--- config.mk ---
export PLATFORM = sky130hd
export DESIGN_NAME = rrb_reset_ready
export DESIGN_NICKNAME = d
export VERILOG_FILES = /design/src/rtl/rrb_pkg.sv /design/src/rtl/rrb_sync2.sv /design/src/rtl/rrb_width_filter.sv /design/src/rtl/rrb_seq_core.sv /design/src/rtl/rrb_reset_ready.sv
export SDC_FILE = /design/constraint.sdc
export NUM_CORES = 1
export LEC_CHECK = 0
export BUFFER_PORTS_ARGS = -buffer_cell sky130_fd_sc_hd__buf_2
export CORE_AREA = 2 2 55 57
export CTS_BUF_LIST = sky130_fd_sc_hd__clkbuf_16
export DETAILED_ROUTE_END_ITERATION = 8
export DIE_AREA = 0 0 57 59
export GPL_ROUTABILITY_DRIVEN = 0
export PLACE_DENSITY = 0.57
export RECOVER_POWER = 100
export SLEW_MARGIN = 0
export SYNTH_ARGS = -nofsm -noshare
export SYNTH_HDL_FRONTEND = slang
export SYNTH_SLANG_ARGS = --single-unit
--- constraint.sdc ---
create_clock -name clk -period 2.2 [get_ports clk]
set_clock_uncertainty 0.2 [all_clocks]
set_input_delay 0.22 -clock clk [delete_from_list [all_inputs] [get_ports clk]]
set_output_delay 0.22 -clock clk [all_outputs]
set_load 0.01 [all_outputs]
--- src/rtl/rrb_pkg.sv ---
package rrb_pkg;
    typedef enum logic [1:0] {
        SEQ_RUN  = 2'd0,   // normal operation
        SEQ_HELD = 2'd1,   // valid reset pulse still active
        SEQ_HOLD = 2'd2    // pin released, read hold-off running
    } seq_state_e;
endpackage

--- src/rtl/rrb_sync2.sv ---
module rrb_sync2 (
    input  logic clk,
    input  logic rst_n,
    input  logic async_in,
    output logic sync_out
);
    typedef struct packed {
        logic s1;
        logic s2;
    } sync_t;

    sync_t st_d, st_q;

    always_comb begin
        st_d.s1 = async_in;
        st_d.s2 = st_q.s1;
    end

    always_ff @(posedge clk or negedge rst_n) begin
        if (!rst_n) st_q <= '{s1: 1'b1, s2: 1'b1};
        else        st_q <= st_d;
    end

    assign sync_out = st_q.s2;
endmodule

--- src/rtl/rrb_width_filter.sv ---
module rrb_width_filter #(
    parameter int MIN_PULSE = 4
) (
    input  logic clk,
    input  logic rst_n,
    input  logic pin_sync,
    output logic pulse_ok
);
    localparam int CW = $clog2(MIN_PULSE + 1);
    localparam logic [CW-1:0] CMAX = CW'(MIN_PULSE);

    logic [CW-1:0] cnt_d, cnt_q;

    always_comb begin
        cnt_d = cnt_q;
        if (pin_sync)          cnt_d = '0;
        else if (cnt_q != CMAX) cnt_d = cnt_q + 1'b1;
    end

    always_ff @(posedge clk or negedge rst_n) begin
        if (!rst_n) cnt_q <= '0;
        else        cnt_q <= cnt_d;
    end

    assign pulse_ok = (cnt_q == CMAX);
endmodule

--- src/rtl/rrb_seq_core.sv ---
module rrb_seq_core
    import rrb_pkg::*;
#(
    parameter int BUSY_RECOV = 40,
    parameter int IDLE_RECOV = 10,
    parameter int HOLD_CYC   = 8
) (
    input  logic clk,
    input  logic rst_n,
    input  logic pulse_ok,
    input  logic pin_high,
    input  logic engine_busy,
    output logic abort_req,
    output logic blocked,
    output logic recov_active
);
    localparam int RMAX = (BUSY_RECOV > IDLE_RECOV) ? BUSY_RECOV : IDLE_RECOV;
    localparam int RW   = $clog2(RMAX + 1);
    localparam int HW   = $clog2(HOLD_CYC + 1);

    typedef struct packed {
        seq_state_e    state;
        logic [HW-1:0] hold;
        logic [RW-1:0] rec;
        logic          abort;
    } seq_t;

    seq_t st_d, st_q;

    always_comb begin
        st_d       = st_q;
        st_d.abort = 1'b0;
        if (st_q.rec != '0) st_d.rec = st_q.rec - 1'b1;

        unique case (st_q.state)
            SEQ_RUN: begin
                if (pulse_ok) begin
                    st_d.state = SEQ_HELD;
                    st_d.abort = 1'b1;
                    st_d.rec   = engine_busy ? RW'(BUSY_RECOV) : RW'(IDLE_RECOV);
                end
            end
            SEQ_HELD: begin
                if (pin_high) begin
                    st_d.state = SEQ_HOLD;
                    st_d.hold  = HW'(HOLD_CYC);
                end
            end
            SEQ_HOLD: begin
                if (pulse_ok) begin
                    st_d.state = SEQ_HELD;
                    st_d.abort = 1'b1;
                    st_d.rec   = engine_busy ? RW'(BUSY_RECOV) : RW'(IDLE_RECOV);
                end else if (st_q.hold <= HW'(1)) begin
                    st_d.state = SEQ_RUN;
                    st_d.hold  = '0;
                end else begin
                    st_d.hold = st_q.hold - 1'b1;
                end
            end
            default: st_d.state = SEQ_RUN;
        endcase
    end

    always_ff @(posedge clk or negedge rst_n) begin
        if (!rst_n) st_q <= '{state: SEQ_RUN, hold: '0, rec: '0, abort: 1'b0};
        else        st_q <= st_d;
    end

    assign abort_req    = st_q.abort;
    assign blocked      = (st_q.state != SEQ_RUN);
    assign recov_active = (st_q.rec != '0);
endmodule

--- src/rtl/rrb_reset_ready.sv ---
module rrb_reset_ready #(
    parameter int MIN_PULSE  = 4,
    parameter int BUSY_RECOV = 40,
    parameter int IDLE_RECOV = 10,
    parameter int HOLD_CYC   = 8
) (
    input  logic clk,
    input  logic sys_rst_n,
    input  logic rst_pin_n,
    input  logic engine_busy,
    output logic abort_req,
    output logic out_hiz,
    output logic cmd_block,
    output logic ready
);
    logic pin_s;
    logic pulse_ok;
    logic blocked;
    logic recov_active;

    rrb_sync2 u_sync (
        .clk      (clk),
        .rst_n    (sys_rst_n),
        .async_in (rst_pin_n),
        .sync_out (pin_s)
    );

    rrb_width_filter #(.MIN_PULSE(MIN_PULSE)) u_filt (
        .clk      (clk),
        .rst_n    (sys_rst_n),
        .pin_sync (pin_s),
        .pulse_ok (pulse_ok)
    );

    rrb_seq_core #(
        .BUSY_RECOV (BUSY_RECOV),
        .IDLE_RECOV (IDLE_RECOV),
        .HOLD_CYC   (HOLD_CYC)
    ) u_core (
        .clk          (clk),
        .rst_n        (sys_rst_n),
        .pulse_ok     (pulse_ok),
        .pin_high     (pin_s),
        .engine_busy  (engine_busy),
        .abort_req    (abort_req),
        .blocked      (blocked),
        .recov_active (recov_active)
    );

    assign out_hiz   = blocked;
    assign cmd_block = blocked;
    assign ready     = ~(engine_busy | recov_active);
endmodule

## Yosys cells after proc, flatten, opt, wreduce, memory -nomap -nowiden

Cells that the tools add are included.

| cells by class | value |
|---|---|
| add/sub/neg operators | 3 |
| magnitude comparators | 1 |
| eq/ne operators | 8 |
| mux-type cells | 14 |
| bitwise gates (word level) | 2 |
| reductions and logical operators | 8 |

Operators by type and width:

| cell | number |
|---|---|
| $mux 6 | 3 |
| $mux 7 | 2 |
| $mux 4 | 2 |
| $pmux 4 s2 | 1 |
| $mux 2 | 3 |
| $mux 3 | 2 |
| $ne 2x2->1 const B | 3 |
| $pmux 2 s3 | 1 |
| $reduce_and 3->1 | 2 |
| $reduce_bool 2->1 | 3 |
| $reduce_bool 6->1 | 1 |
| $sub 6x1->6 const B | 1 |
| $le 4x1->1 const B | 1 |
| $sub 4x1->4 const B | 1 |
| $add 3x1->3 const B | 1 |
| $eq 3x3->1 const B | 1 |
| $ne 3x2->1 const B | 1 |
| $ne 3x3->1 const B | 1 |
| $eq 2x1->1 const B | 1 |
| $eq 2x2->1 const B | 1 |
| $logic_not 2->1 | 1 |
| $reduce_or 2->1 | 1 |
| $not 1->1 | 1 |
| $or 1x1->1 | 1 |

| word-level totals | value |
|---|---|
| flip-flop bits (word level) | 18 |
| output and inout port bits | 4 |
| word-level logic and storage cells | 43 |

## Logic depth before layout (Yosys ltp)

| depth | value |
|---|---|
| word-level depth | 4 |
| mapped depth | 7 |
| depth with buffers taken out | 7 |

## Hierarchy

Synthesis repeated with hierarchy kept, for this count alone.

| unflattened totals | value |
|---|---|
| cell total of the unflattened synthesis | 90 |
| area, all modules | 960.9 µm² |

Modules (own cells, without submodules):

| module | instances | cells each | area each (µm²) | seq. area each (µm²) |
|---|---|---|---|---|
| rrb_seq_core | 1 | 69 | 720.7 | 325.3 |
| rrb_width_filter | 1 | 17 | 176.4 | 75.1 |
| rrb_sync2 | 1 | 2 | 52.6 | 52.6 |
| rrb_reset_ready | 1 | 2 | 11.3 | 0.0 |

## Worst setup path before layout

No wires, ideal clock.

| timing | value |
|---|---|
| path type | flip-flop to flip-flop |
| start point | register u_core.st_q[7] (netlist name) |
| end point | register u_core.st_q[7] (netlist name) |
| library setup time | 0.143 ns |
| arrival | 1.201 ns |
| required time | 1.857 ns |
| setup slack | 0.656 ns |
| cell stages (with the launch flop) | 6 |
| clock period less this slack | 1.544 ns |
| cells stage by stage | dfrtp_1 inv_1 ha_1 nor2_1 o311ai_0 o21ai_0 |

| on the way | value |
|---|---|
| word-level cells in the longest chain between the ends | 4 |
| elaborated cells on any way between the ends | 5 |

RTL lines:

| item | RTL line | RTL |
|---|---|---|
| from (decl) | rrb_seq_core.sv:28 | `seq_t st_d, st_q;` |
| from (signal assigned) | rrb_seq_core.sv:66 | `if (!rst_n) st_q <= '{state: SEQ_RUN, hold: '0, rec: '0, abort: 1'b0};` |
| from (signal assigned) | rrb_seq_core.sv:67 | `else st_q <= st_d;` |
| $sub 4x1->4 / $le 4x1->1 (equally long branches) | rrb_seq_core.sv:58, rrb_seq_core.sv:54 |  |
| $mux 4 (*) | rrb_seq_core.sv:54 | `end else if (st_q.hold <= HW'(1)) begin` |
| $mux 4 (*) | rrb_seq_core.sv:50 | `if (pulse_ok) begin` |
| $pmux 4 s2 (*) | rrb_seq_core.sv:35 | `unique case (st_q.state)` |

Mark *: on every way between the ends. The rest lies on a longest branch, timed or not. The select of a mux whose other input is x is not followed.
A chain may end at the register's enable or synchronous reset.

## Final worst setup path

| timing | value |
|---|---|
| start point | register u_core.st_q[1] (netlist name) |
| end point | output port ready |

| on the way | value |
|---|---|
| word-level cells in the longest chain between the ends | 3 |

RTL lines:

| item | RTL line | RTL |
|---|---|---|
| $reduce_bool 6->1 | rrb_seq_core.sv:72 | `assign recov_active = (st_q.rec != '0);` |
| $or 1x1->1 | rrb_reset_ready.sv:52 | `assign ready = ~(engine_busy \| recov_active);` |
| $not 1->1 | rrb_reset_ready.sv:52 |  |
| to (decl) | rrb_reset_ready.sv:14 | `output logic ready` |

No other way between the ends.

==> impl_metrics.tcl <==
set metrics [dict create \
    status "finished clean" \
    clk_transition_reported_paths_ns 0.05 \
    chipHeight_um 59 \
    via_per_inst 4.851 \
    syn_inst 91 \
    rsz0062_at_grt "no" \
    start_util 0.3407 \
    power.total_mw 1.389 \
    clk_path_buf_depth 2 \
    syn_to_final_growth_pct 14.91 \
    r2r-end "u_core.st_q[6]" \
    drc 0 \
    syn_area_um2 923.4 \
    r2r_cells 6 \
    hp-class "in2reg" \
    drt_iter0_drc 24 \
    grt_usage 0.1101 \
    fmax_ghz 0.5189 \
    grt_pass1_vias 642 \
    period_needed_ns 1.927 \
    ys_types 30 \
    port_buffers 7 \
    relSlewSlack 0.3853 \
    ys_top_cells_by_area "dfrtp_1 (43%), ha_1 (8.1%), dfstp_2 (5.7%)" \
    multi_input_area_um2 411.6 \
    antenna_found_initial 0 \
    hpwl_um 1097 \
    timing.rr.start "u_filt.cnt_q[0]" \
    die-area_um2 3363 \
    synth_warnings 0 \
    wl_um 1502 \
    boundaryPins 8 \
    layoutNonFillerInstCount 134 \
    grt.overflow.total 0 \
    setup_viol 0 \
    fin_nets 114 \
    postSynth.asyncResetShare 1.000 \
    syn-num-nets 101 \
    dp.cells 128 \
    antenna_left 0 \
    whs_ns 0.01650 \
    yosys.area.top_type "dfrtp_1" \
    ys_seq_elements 18 \
    netlist_top_cells_count "dfrtp_1 (16), nand2_1 (12), inv_1 (7), nor2_1 (7)" \
    cts_resized 0 \
    avgSynthCellArea_um2 10.15 \
    synth_edf_count 0 \
    synth.most_common_cell "dfrtp_1" \
    crit_path_end "ready" \
    hold_viol 0 \
    setup_tns_ns 0 \
    crit_type "reg2out" \
    power.density_nw_per_um2 1309 \
    root_buffer "clkbuf_16" \
    cp-end-kind "primary output" \
    clkLatencyLatePin_ns 0.25 \
    tritoncts "built" \
    final-seq-area_um2 452.9 \
    ir_drop_uv 748.0 \
    drive_above_1_share 0.1068 \
    leakage_nw 0.4872 \
    die_x_um 57 \
    seq_area_frac_synth 0.4905 \
    slew_violations 0 \
    wire_per_inst_um 11.21 \
    r2r_slack_ns 0.35 \
    fin_crit_sh 0.8759 \
    n_fill_cell 279 \
    clock_sinks 18 \
    drv_cap 0 \
    coreArea_um2 2710 \
    cp_max_fo 3 \
    tightest_slew_ns 0.9221 \
    required_ns 1.78 \
    grt_pass1_wl_um 2780 \
    synth_flop_cell "dfrtp_1" \
    grt_max_degree 19 \
    htreeDepth 1 \
    timing.critical_path.from "u_core.st_q[1]" \
    antennaDiodeCount 0 \
    post_cts_buffers 0 \
    startpoint_type "register" \
    cp_data_arrival_time_ns 1.51 \
    vias 650 \
    synth_top_area_frac 0.4336 \
    core.rowCount 19 \
    cts_buffers 3 \
    drt-pass1-iter-count 4 \
]
==> cell type report <==
type                    instances  share of cell area
repair buffers                  9             0.04599
flip-flops and latches         18              0.4269
multi-input cells              64              0.3880
clock inverters                 1            0.003538
well taps                      31             0.03656
clock buffers                   3             0.07075
inverters                       8             0.02830
==> what timing repair did <==
| item | in CTS | in global routing |
|---|---|---|
| endpoints found under the setup margin | 0 | 0 |
| endpoints found under the hold margin | 17 | 0 |
| hold buffers | 2 | 0 |
==> state kept, by name, summed over array words and instances (netlist names) <==
name / flops
u_filt.cnt_q: 3
u_core.st_q: 12
u_core.abort_req: 1
u_sync.sync_out: 1
u_sync.st_d: 1
==> how the worst min path moves through the flow <==
stage / from / endpoint / slack (ns) / depth (start not counted)
after floorplan: sys_rst_n / u_core.abort_req / -0.28 / 0
after global placement: sys_rst_n / u_filt.cnt_q[2] / -0.03 / 1
after detailed placement: sys_rst_n / u_core.st_q[7] / -0.02 / 1
after CTS: engine_busy / u_core.st_q[2] / 0.005 / 2
after global routing: engine_busy / u_core.st_q[2] / 0.02 / 2
final: engine_busy / u_core.st_q[2] / 0.02 / 2
==> metrics by stage <==
stage / setup WS (ns) / cell area, um2 / utilization
after floorplan: 0.6562 / 923.4 / -
after global placement: 0.4717 / 989.7 / 0.3652
after detailed placement: 0.4642 / 989.7 / 0.3652
after CTS: 0.2888 / 1089 / 0.4017
after global routing: 0.1210 / 1061 / 0.3915
final: 0.2730 / 1061 / 0.3915
==> worst max-delay path: stages, from the launching register on <==
cell	delay, ns
dfrtp_1	0.38
inv_1	0.12
ha_1	0.18
nor3b_2	0.24
nand2_1	0.11
nor2_1	0.09
clkbuf_1	0.15
==> layout by cell type (no fill, tap or decap), types with 2 or more instances in the layout <==
cell type / synthesis / routed
dfstp_2: 2 / 2
inv_1: 7 / 8
ha_1: 6 / 6
o31ai_1: 2 / 2
nand3_1: 2 / 2
nand2_1: 12 / 13
buf_2: 0 / 2
clkbuf_1: 0 / 5
and2_1: 2 / 2
dlygate4sd3_1: 0 / 2
nor3_1: 6 / 6
clkbuf_16: 0 / 3
a21oi_1: 4 / 4
o21ai_0: 4 / 4
xnor2_1: 4 / 4
dfrtp_1: 16 / 16
nor2_1: 7 / 7
==> cells by family (layout without fill, tap and decap cells) <==
logic type,after synthesis,count (layout),share of synthesized area
xor gates and xnor gates,4,4,0.03794
and+or+nand+nor,37,37,0.2182
DFF,18,18,0.4905
buffers and inverters,9,21,0.04065
adders and majority gates,6,6,0.08130
AOI/OAI and AO/OA,17,17,0.1315
==> metal layers <==
metal / part of all wire / up-vias / track usage
li1: - / 328 / -
met4: 0.019 / 0 / 0.05980
met1: 0.49 / 306 / 0.1357
met2: 0.45 / 12 / 0.1741
met3: 0.039 / 4 / 0.03275
met5: 0 / - / 0
==> power by group <==
group | total, mW | internal [mW] | leakage (nW) | switching (mW)
Clock | 0.364 | 0.242 | 0.0385 | 0.123
Combinational | 0.481 | 0.228 | 0.226 | 0.253
Sequential | 0.544 | 0.445 | 0.223 | 0.0996
Total | 1.39 | 0.915 | 0.487 | 0.475
(Power assumes the default switching activity.)
